===== src/rtl/isa_dec_pkg.sv =====
package isa_dec_pkg;
   // Lane decision for one access
   typedef struct packed {
      logic hi;       // high byte lane carries data
      logic lo;       // low byte lane carries data
      logic split;    // both lanes, two FIFOs
      logic bad;      // combination not allowed
   } lane_sel_t;
endpackage


===== src/rtl/isa_addr_match.sv =====
module isa_addr_match #(
   parameter int ADDR_W = 10,
   parameter int IDX_W  = 5,
   localparam int BASE_W = ADDR_W - IDX_W
) (
   input  logic [ADDR_W-1:0] sa,
   input  logic              aen_n,
   input  logic [BASE_W-1:0] base_strap,
   output logic              sel,
   output logic [IDX_W-1:0]  idx
);
   assign sel = !aen_n && (sa[ADDR_W-1:IDX_W] == base_strap);
   assign idx = sa[IDX_W-1:0];
endmodule


===== src/rtl/isa_lane_steer.sv =====
module isa_lane_steer
   import isa_dec_pkg::*;
#(
   parameter int          IDX_W    = 5,
   parameter logic [IDX_W-1:0] FIFO_IDX = 5'b11000
) (
   input  logic [IDX_W-1:0] idx,
   input  logic             sense_8_16n,
   input  logic             bhe_n,
   output lane_sel_t        lanes
);
   always_comb begin
      lanes = '0;
      unique case ({sense_8_16n, bhe_n})
         2'b00: begin
            if (idx == FIFO_IDX) begin
               lanes.hi    = 1'b1;
               lanes.lo    = 1'b1;
               lanes.split = 1'b1;
            end else if (idx[0]) begin
               lanes.hi = 1'b1;
            end else begin
               lanes.bad = 1'b1;
            end
         end
         2'b01: begin
            if (!idx[0]) lanes.lo = 1'b1;
            else         lanes.bad = 1'b1;
         end
         2'b11:   lanes.lo  = 1'b1;
         default: lanes.bad = 1'b1;
      endcase
   end
endmodule


===== src/rtl/isa_wait_seq.sv =====
module isa_wait_seq #(
   parameter int WAIT_CLKS = 4,
   localparam int CNT_W = (WAIT_CLKS < 1) ? 1 : $clog2(WAIT_CLKS + 1)
) (
   input  logic clk,
   input  logic rst_n,
   input  logic start,
   input  logic busy,
   input  logic idle,
   output logic pull_low
);
   generate
      if (WAIT_CLKS == 0) begin : g_nowait
         assign pull_low = 1'b0;
      end else begin : g_wait
         logic [CNT_W-1:0] cnt;
         always_ff @(posedge clk or negedge rst_n) begin
            if (!rst_n)              cnt <= '0;
            else if (idle)           cnt <= '0;
            else if (start && busy)  cnt <= CNT_W'(WAIT_CLKS);
            else if (cnt != '0)      cnt <= cnt - 1'b1;
         end
         assign pull_low = (cnt != '0);
      end
   endgenerate
endmodule


===== src/rtl/isa_io_decode.sv =====
module isa_io_decode
   import isa_dec_pkg::*;
#(
   parameter int               ADDR_W    = 10,
   parameter int               IDX_W     = 5,
   parameter logic [IDX_W-1:0] FIFO_IDX  = 5'b11000,
   parameter int               WAIT_CLKS = 4,
   localparam int              BASE_W    = ADDR_W - IDX_W
) (
   input  logic              clk,
   input  logic              rst_n,
   input  logic [ADDR_W-1:0] sa,
   input  logic              aen_n,
   input  logic              sense_8_16n,
   input  logic              bhe_n,
   input  logic              ior_n,
   input  logic              iow_n,
   input  logic [BASE_W-1:0] base_strap,
   input  logic              tgt_busy,
   output logic [IDX_W-1:0]  reg_idx,
   output logic              fifo_split,
   output logic              hi_rd_en,
   output logic              lo_rd_en,
   output logic              hi_wr_en,
   output logic              lo_wr_en,
   output logic              hi_drv_en,
   output logic              lo_drv_en,
   output logic              cs16_n,
   output logic              rdy_pull_low,
   output logic              illegal_access
);
   generate
      if (IDX_W < 1 || ADDR_W <= IDX_W) begin : g_bad_width
         $error("isa_io_decode: ADDR_W must exceed IDX_W >= 1");
      end
      if (WAIT_CLKS < 0) begin : g_bad_wait
         $error("isa_io_decode: WAIT_CLKS must be non-negative");
      end
   endgenerate

   logic             sel;
   logic [IDX_W-1:0] idx;
   lane_sel_t        lanes;

   isa_addr_match #(.ADDR_W(ADDR_W), .IDX_W(IDX_W)) u_match (
      .sa(sa), .aen_n(aen_n), .base_strap(base_strap), .sel(sel), .idx(idx)
   );

   isa_lane_steer #(.IDX_W(IDX_W), .FIFO_IDX(FIFO_IDX)) u_steer (
      .idx(idx), .sense_8_16n(sense_8_16n), .bhe_n(bhe_n), .lanes(lanes)
   );

   // Strobe history for edge detection
   logic ior_q, iow_q;
   logic rd_fall, wr_fall, wr_rise, any_fall;
   assign rd_fall  = ior_q && !ior_n;
   assign wr_fall  = iow_q && !iow_n;
   assign wr_rise  = !iow_q && iow_n;
   assign any_fall = rd_fall || wr_fall;

   // Lanes latched for the write, used at the trailing edge
   logic wl_hi, wl_lo;

   always_ff @(posedge clk or negedge rst_n) begin
      if (!rst_n) begin
         ior_q          <= 1'b1;
         iow_q          <= 1'b1;
         reg_idx        <= '0;
         fifo_split     <= 1'b0;
         wl_hi          <= 1'b0;
         wl_lo          <= 1'b0;
         hi_rd_en       <= 1'b0;
         lo_rd_en       <= 1'b0;
         hi_wr_en       <= 1'b0;
         lo_wr_en       <= 1'b0;
         illegal_access <= 1'b0;
      end else begin
         ior_q          <= ior_n;
         iow_q          <= iow_n;
         hi_rd_en       <= rd_fall && sel && lanes.hi;
         lo_rd_en       <= rd_fall && sel && lanes.lo;
         hi_wr_en       <= wr_rise && wl_hi;
         lo_wr_en       <= wr_rise && wl_lo;
         illegal_access <= any_fall && sel && lanes.bad;
         if (any_fall && sel) begin
            reg_idx    <= idx;
            fifo_split <= lanes.split;
         end
         if (wr_fall) begin
            wl_hi <= sel && lanes.hi;
            wl_lo <= sel && lanes.lo;
         end
      end
   end

   // Pad-side controls follow the bus without a clock
   assign hi_drv_en = sel && !ior_n && lanes.hi;
   assign lo_drv_en = sel && !ior_n && lanes.lo;
   assign cs16_n    = !(sel && lanes.hi);

   isa_wait_seq #(.WAIT_CLKS(WAIT_CLKS)) u_wait (
      .clk(clk), .rst_n(rst_n),
      .start(any_fall && sel), .busy(tgt_busy),
      .idle(ior_n && iow_n), .pull_low(rdy_pull_low)
   );
endmodule


===== config.mk =====
export PLATFORM = sky130hd
export DESIGN_NAME = isa_io_decode
export DESIGN_NICKNAME = d
export VERILOG_FILES = /design/src/rtl/isa_dec_pkg.sv /design/src/rtl/isa_addr_match.sv /design/src/rtl/isa_lane_steer.sv /design/src/rtl/isa_wait_seq.sv /design/src/rtl/isa_io_decode.sv
export SDC_FILE = /design/constraint.sdc
export NUM_CORES = 1
export LEC_CHECK = 0
export ABC_AREA = 1
export BUFFER_PORTS_ARGS = -buffer_cell sky130_fd_sc_hd__buf_2
export CAP_MARGIN = 20
export CORE_MARGIN = 4
export CORE_UTILIZATION = 40
export CTS_CLUSTER_DIAMETER = 30
export DETAILED_ROUTE_END_ITERATION = 10
export GPL_ROUTABILITY_DRIVEN = 0
export PLACE_DENSITY_LB_ADDON = 0.15
export SLEW_MARGIN = 0
export SYNTH_ARGS = -nofsm -noshare
export SYNTH_HDL_FRONTEND = slang
export SYNTH_SLANG_ARGS = --single-unit

===== constraint.sdc =====
create_clock -name clk -period 2.7 [get_ports clk]
set_input_delay 0.135 -clock clk [delete_from_list [all_inputs] [get_ports clk]]
set_output_delay 0.135 -clock clk [all_outputs]
set_load 0.03 [all_outputs]

; ---- After elaboration in Yosys (flattened, before gate mapping)
; Cells that the tools add are included.
; Widths: inputs -> output; s select.
[word_totals]
elab_cells = 56
output_inout_bits = 15
inputBits = 23
regBits = 18
[classes]
addsub = 1
n_eq_ne = 4
n_reduce_logical = 27
mux = 12
[op_table]
columns = operator, n
row1 = $logic_and 1x1->1, 18
row2 = $mux 3, 3
row3 = $mux 1, 6
row4 = $pmux 1 s3, 2
row5 = $reduce_bool 3->1, 2
row6 = $eq 5x5->1, 1
row7 = $eq 5x5->1 const B, 1
row8 = $logic_not 1->1, 5
row9 = $sub 3x1->3 const B, 1
row10 = $eq 2x1->1 const B, 1
row11 = $eq 2x2->1 const B, 1
row12 = $logic_not 2->1, 1
row13 = $mux 2, 1
row14 = $logic_or 1x1->1, 1

; ---- Logic depth before layout (Yosys ltp)
; Gate-level depths: netlist of the first run.
[depth]
depth_word = 7
ltp_mapped = 10
ltp_nobuf = 10

; ---- Cells and area by module
; Synthesis of the first run repeated with hierarchy kept, for this count alone.
[hier_totals]
cells_unflattened = 125
hier_area_um2 = 996.0
[modules_own_cells]
columns = mod, seq_area_each_um2, cells_per_inst, n_inst, area_each_um2
row1 = isa_io_decode, 377.9, 57, 1, 588.1
row2 = isa_wait_seq, 75.1, 28, 1, 211.5
row3 = isa_addr_match, 0.0, 27, 1, 132.6
row4 = isa_lane_steer, 0.0, 13, 1, 63.8

; ---- Worst setup path before layout of the first run
; No wires, ideal clock.
[synth_timing]
kind = reg2reg
start = register u_wait.g_wait.cnt[0]
end = register u_wait.g_wait.cnt[2]
setup_slack_ns = 1.363
n_path_buf = 0
arrival_ns = 1.260
path_stages_with_launch = 7
setup_time_ns = 0.077
path_cell_list = dfrtp_1 inv_1 ha_1 nand2_1 o21ai_0 a21o_1 a21oi_1
[synth_via]
word_cells_on_any_way = 6
[synth_rtl]
columns = item, line
row1 = "start, declared", isa_wait_seq.sv:16  ; logic [CNT_W-1:0] cnt;
row2 = "start signal, assigned", isa_wait_seq.sv:20  ; else if (start && busy) cnt <= CNT_W'(WAIT_CLKS);
row3 = "start signal, assigned", isa_wait_seq.sv:21  ; else if (cnt != '0) cnt <= cnt - 1'b1;
row4 = $reduce_bool 3->1, n/a
row5 = named net rdy_pull_low, isa_io_decode.sv:29  ; output logic rdy_pull_low,
row6 = $reduce_bool 3->1 (no line), n/a
; The timed path passes the listed nets, and every way through them passes these cells. The select of a mux whose other input is x is not followed.
; A chain may end at the register's enable or synchronous reset.

; ---- Worst setup path after layout of the first run
[layout_timing]
start = register u_wait.g_wait.cnt[0]
end = output port rdy_pull_low
[layout_via]
elab_chain_cells = 1
[layout_rtl]
columns = item, line
row1 = $reduce_bool 3->1, isa_wait_seq.sv:23  ; assign pull_low = (cnt != '0);
row2 = "end, declared", isa_io_decode.sv:29
; Every way passes these cells.

==> flow_metrics.py, run 1 <==
metrics = {
    "layout": {
        "drive_gt1_frac": 0.349,
        "layout.nets": 178,
        "area_delta_synth_final_pct": 31.4,
        "n_antenna_cell": 0,
    },
    "worst_setup_path": {
        "critPathKind": "reg -> out",
        "rrSetupSlack_ps": 1440,
        "ff2ff_path_depth": 6,
        "required_ps": 2570,
        "endpoint_kind": "output pin",
        "startpoint_type": "flip-flop",
        "regToRegStartpoint": "u_wait.g_wait.cnt[0]",
        "worstPathMaxFanout": 4,
        "critPathArrivalTime_ps": 1260,
        "r2r-end": "u_wait.g_wait.cnt[2]",
    },
    "route": {
        "first_pass_iters": 4,
        "ant_nets": 0,
        "drt_iter0_markers": 9,
        "vias": 780,
        "drt-total-wl_mm": 1.85,
        "drc": 0,
        "vias_per_cell": 4.36,
        "wire_per_inst_um": 10.4,
    },
    "yosys": {
        "syn-num-nets": 133,
        "synth_cells": 108,
        "yosys.cell_types.count": 24,
        "ys_ff_latch": 18,
        "synth_area_um2": 908,
        "ys_seq_area_frac": 0.499,
        "synth.avg_cell_area_um2": 8.41,
        "yosys_warnings": 0,
    },
    "grt": {
        "grt_pass1_vias": 824,
        "track_usage": 0.140,
        "grt_max_degree": 19,
        "grt_pass1_wl_mm": 3.39,
        "globalRouteOverflowTotal": 0,
        "antenna_found_initial": 0,
    },
    "floorplanning": {
        "start_util": 0.441,
        "dieHeight_um": 55.7,
        "dieWidth_um": 55.7,
        "coreArea_um2": 2060,
        "rows": 16,
        "dieArea_um2": 3100,
        "num_io_pins": 38,
    },
    "pwr": {
        "power.leakage_nw": 0.724,
        "power_density_nw_per_um2": 642,
        "p_switching_w": 0.000272,
        "peakVddDrop_uv": 446,
        "p_clk_frac": 0.216,
        "p_total_w": 0.000767,
        "power_frac_comb": 0.354,
        "seqPwrFrac": 0.430,
        "p_int_w": 0.000495,
        "power.share.switching": 0.355,
    },
    "timing": {
        "max-slew-margin-rel": 0.740,
        "period_needed_ps": 1400,
        "worstMarginPinSlew_ps": 389,
        "clock_skew_ps": 3.75,
        "finalSetupViolations": 0,
        "fmax_mhz": 715,
        "min_period_over_period": 0.518,
        "hold_viol": 0,
        "slew_violations": 0,
        "rsz0062_at_grt": "false",
        "fin_tns_setup_ps": 0,
    },
    "clock_network": {
        "postCtsSetupBuffers": 0,
        "ctsHoldBuffers": 3,
        "clk_latency_ps": 290,
        "cts_buffer_depth": 2,
        "clk_pin_slew_ps": 100,
        "cts.sink_count": 18,
        "ctsResizeCount": 0,
        "cts_htree_levels": 1,
        "cts_made_buffers": 3,
        "clockRootBuffer": "clkbuf_4",
        "cts_tree": "yes",
    },
    "outcome": {
        "status": "completed",
    },
    "placement": {
        "dp_hpwl_mm": 1.49,
        "io_buffers": 37,
    },
    "run": {
        "cap_viol_max_count": 0,
    },
    "worst_hold_path": {
        "hold_path.class": "in -> reg",
        "hold_start": "sa[1]",
        "hold_depth": 3,
        "min_to": "reg_idx[1]",
    },
}
==> cells in the final DEF, fill, tap and decap left out, drive strengths merged <==
master        n
nor2         13
nand2        34
buf          37
nand4         1
clkinv        1
nor3          3
mux2i         1
o21ai         8
ha            2
inv          19
xnor2         2
dfrtp        16
a21o          1
nor3b         2
a21oi         1
nand3         1
xor2          1
dlygate4sd3   3
dfstp         2
clkbuf        4
==> power by group through the flow <==
stage,logic (W),registers [W],clock network [W]
after floorplan,0.000157,0.000367,0
after global placement,0.000260,0.000334,0
after detailed placement,0.000272,0.000335,0
after CTS,0.000277,0.000331,0.000172
after global routing,0.000312,0.000337,0.000190
final,0.000271,0.000330,0.000166
==> logic make-up (layout without fill, tap and decap cells) <==
| group | Yosys count | count (layout) | share of synthesized area |
|---|---|---|---|
| buf+inv | 20 | 64 | 0.0840 |
| compound gates | 10 | 10 | 0.0620 |
| simple gates | 54 | 54 | 0.288 |
| fa+ha+maj | 2 | 2 | 0.0275 |
| mux | 1 | 1 | 0.0110 |
| xor+xnor | 3 | 3 | 0.0289 |
| flops | 18 | 18 | 0.499 |
==> worst max-delay path, stage by stage, from the launching register on <==
cell and delay (ps):
dfrtp_1 340, inv_1 70, ha_1 190, nand2_1 150
buf_2 230
==> cell usage after synthesis, drive strengths merged <==
cell type / count / area, um^2
nor3: 3 / 30.0
dfrtp: 16 / 400
a21o: 1 / 7.51
inv: 19 / 71.3
nand2: 34 / 138
nand4: 1 / 6.26
nor3b: 2 / 15.0
a21oi: 1 / 5.00
clkinv: 1 / 5.00
xnor2: 2 / 17.5
xor2: 1 / 8.76
mux2i: 1 / 10.0
nand3: 1 / 5.00
ha: 2 / 25.0
o21ai: 8 / 43.8
dfstp: 2 / 52.6
nor2: 13 / 67.6
==> state kept, by name (all words and copies together) (netlist names) <==
signal	flops
hi_wr_en	1
fifo_split	1
hi_rd_en	1
lo_wr_en	1
ior_q	1
wl_lo	1
reg_idx	5
u_wait.g_wait.cnt	3
illegal_access	1
lo_rd_en	1
wl_hi	1
iow_q	1
==> metal layers <==
layer / routed length, um / track usage / vias to the layer above
li1: - / - / 415
met1: 801 / 0.162 / 338
met2: 883 / 0.223 / 23
met3: 139 / 0.0441 / 4
met4: 27 / 0.0833 / 0
met5: 0 / 0 / -
==> per-stage QoR <==
| stage | utilization | instance area, um^2 | hold slack [ps] | std cells | setup slack [ps] |
|---|---|---|---|---|---|
| 5_1_grt | 0.579 | 1190 | 28.6 | 179 | 1200 |
| 3_3_place_gp | 0.547 | 1130 | 82.1 | 172 | 1480 |
| 4_1_cts | 0.579 | 1190 | 43.3 | 179 | 1280 |
| 3_5_place_dp | 0.547 | 1130 | 86.0 | 172 | 1460 |
| 2_1_floorplan | - | 908 | -161 | 108 | 1360 |
| 6_report | 0.579 | 1190 | 47.9 | 179 | 1300 |
==> area by class of cell <==
type | instances | area (um^2)
Timing Repair Buffer | 40 | 215
Inverter | 20 | 76.3
Fill cell | 206 | 868
Sequential cell | 18 | 453
Tap cell | 27 | 33.8
Clock buffer | 4 | 36.3
Multi-Input combinational cell | 70 | 379
==> worst max path at each step <==
stage | end | start | slack [ps]
global route | rdy_pull_low | u_wait.g_wait.cnt[0] | 1200
floorplan | u_wait.g_wait.cnt[2] | u_wait.g_wait.cnt[0] | 1360
global placement | hi_drv_en | base_strap[4] | 1480
finish | rdy_pull_low | u_wait.g_wait.cnt[0] | 1300
detailed placement | hi_drv_en | base_strap[1] | 1460
CTS | rdy_pull_low | u_wait.g_wait.cnt[0] | 1280
(Power assumes the default switching activity.)
==> run 2, diff against run 1 <==
==> constraint.sdc (replaced) <==
create_clock -name clk -period 1.2 [get_ports clk]
set_input_delay 0.06 -clock clk [delete_from_list [all_inputs] [get_ports clk]]
set_output_delay 0.06 -clock clk [all_outputs]
set_load 0.03 [all_outputs]
==> flow_metrics.py, run 2 (synthesis results as in run 1) <==
metrics = {
    "route": {
        "drc": 0,
        "drt-total-wl_mm": 2.05,
        "wire_per_inst_um": 10.9,
        "first_pass_iters": 4,
        "drt_iter0_markers": 13,
        "vias": 836,
        "vias_per_cell": 4.45,
        "ant_nets": 0,
    },
    "clock_network": {
        "cts_made_buffers": 3,
        "cts_htree_levels": 1,
        "clockRootBuffer": "clkbuf_4",
        "cts_tree": "yes",
        "clk_pin_slew_ps": 100,
        "clk_latency_ps": 290,
        "cts_buffer_depth": 2,
        "cts.sink_count": 18,
    },
    "layout": {
        "drive_gt1_frac": 0.404,
        "multi_input_area_um2": 405,
        "area_delta_synth_final_pct": 43.5,
        "n_antenna_cell": 0,
        "final_cell_mix": "35 x buf_2, 30 x nand2_1, 16 x inv_1, 16 x dfrtp_1, 11 x nor2_1",
        "stdcell_count": 188,
        "final_cell_area_um2": 1300,
        "fill_cells": 182,
        "seq_area_um2": 453,
        "reg_top3": "reg_idx x5, u_wait.g_wait.cnt x3",
        "layout.nets": 187,
        "final_common_cell": "buf_2",
        "largest_reg_flops": 5,
        "top_register": "reg_idx",
    },
    "placement": {
        "dp.cells": 175,
        "io_buffers": 37,
        "placed_area_um2": 1160,
        "dp_hpwl_mm": 1.59,
        "pre_cts_ws_ps": -10.0,
    },
    "worst_setup_path": {
        "path_delay_family": "flip-flops",
        "critPathKind": "reg -> out",
        "critPathArrivalTime_ps": 1100,
        "endpoint_kind": "output pin",
        "path_cells": "inv_2 > ha_4 > nand2_4 > buf_6",
        "slowest_delay_ps": 380,
        "critPathSlowestCell": "dfrtp_1",
        "worstPathMaxFanout": 4,
        "required_ps": 1140,
        "critPathBufInv": 2,
        "startpoint_type": "flip-flop",
    },
    "grt": {
        "grt_pass1_vias": 874,
        "track_usage": 0.143,
        "grt_max_degree": 19,
        "globalRouteOverflowTotal": 0,
        "antenna_found_initial": 0,
        "grt_pass1_wl_mm": 3.63,
    },
    "timing": {
        "slew_violations": 0,
        "finalSetupViolations": 0,
        "clock_skew_ps": 6.00,
        "fmax_mhz": 865,
        "hold_viol": 0,
        "min_period_over_period": 0.963,
        "max-slew-margin-rel": 0.733,
        "setup_ws_ps": 44.4,
        "period_needed_ps": 1160,
        "rsz0062_at_grt": "true",
        "worstMarginPinSlew_ps": 400,
    },
    "floorplanning": {
        "dieHeight_um": 55.7,
        "dieWidth_um": 55.7,
        "rows": 16,
        "coreArea_um2": 2060,
        "dieArea_um2": 3100,
        "start_util": 0.441,
        "num_io_pins": 38,
    },
    "pwr": {
        "power_frac_comb": 0.414,
        "seqPwrFrac": 0.392,
        "p_switching_w": 0.000671,
        "power_density_nw_per_um2": 1460,
        "power.share.switching": 0.352,
        "p_int_w": 0.00124,
        "p_clk_frac": 0.195,
        "power.leakage_nw": 0.773,
        "peakVddDrop_uv": 1100,
    },
    "worst_hold_path": {
        "hold_path.class": "in -> reg",
    },
    "outcome": {
        "status": "completed",
    },
    "run": {
        "cap_viol_max_count": 0,
    },
}
==> run 2: changes by cell type in the layout (fill, tap and decap cells not counted), sizes merged <==
cell and change:
buf +6, dlygate4sd3 +3
==> run 2: path summary, 6_finish.rpt <==
check	start	endpoint	slack (ps)	cells past startpoint
worst max-delay path	u_wait.g_wait.cnt[0]	rdy_pull_low	40	4
worst min-delay path	ior_n	hi_rd_en	20	2
worst max register to register	ior_q	reg_idx[1]	70	6
worst min register to register	reg_idx[1]	reg_idx[1]	490	2
max in group asynchronous	rst_n	ior_q	670	2
min in group asynchronous	rst_n	lo_wr_en	210	2
==> run 2: timing repair <==
item | in CTS | in global routing
setup buffers | 0 | 3
gates resized for setup | 7 | 3
pin swaps | 1 | 3
setup endpoints to repair | 9 | 10
hold endpoints to repair | 23 | 0
hold buffers | 6 | 0
==> run 2: cell type report <==
class | count | share of cell area
Tap cell | 27 | 0.0259
Clock buffer | 4 | 0.0278
Timing Repair Buffer | 49 | 0.229
Inverter | 20 | 0.0585
Sequential cell | 18 | 0.347
Multi-Input combinational cell | 70 | 0.311
==> run 2: per-stage QoR <==
| step | utilization | setup TNS, ps | hold slack, ps | total power (W) |
|---|---|---|---|---|
| finish | 0.632 | 0 | 16.3 | 0.00191 |
| global route | 0.632 | -46.0 | 9.13 | 0.00207 |
| detailed placement | 0.561 | -14.5 | 10.0 | 0.00141 |
| CTS | 0.619 | 0 | 13.8 | 0.00188 |
| global placement | 0.561 | 0 | 2.13 | 0.00139 |
| floorplan | - | 0 | -236 | 0.00122 |
==> run 2: metal layers <==
metal	part of all wire	GRT usage
met1	0.40	0.166
met5	0	0
met4	0.0029	0.0208
met3	0.057	0.0441
met2	0.54	0.262
==> run 2: power by group through the flow <==
stage               Clock, W  Sequential, W  Combinational [W]
floorplan                  0       0.000826           0.000390
global placement           0       0.000751           0.000636
detailed placement         0       0.000749           0.000659
CTS                 0.000381       0.000746           0.000754
global route        0.000413       0.000757           0.000900
finish              0.000371       0.000747           0.000789
==> run 2: worst register-to-register path: stages, from the launching register on <==
cell and delay, ps:
dfstp_2 530, inv_1 50, o21ai_2 170, nand2_4 120, clkinv_2 90, nand2_1 60, nand2_1 50
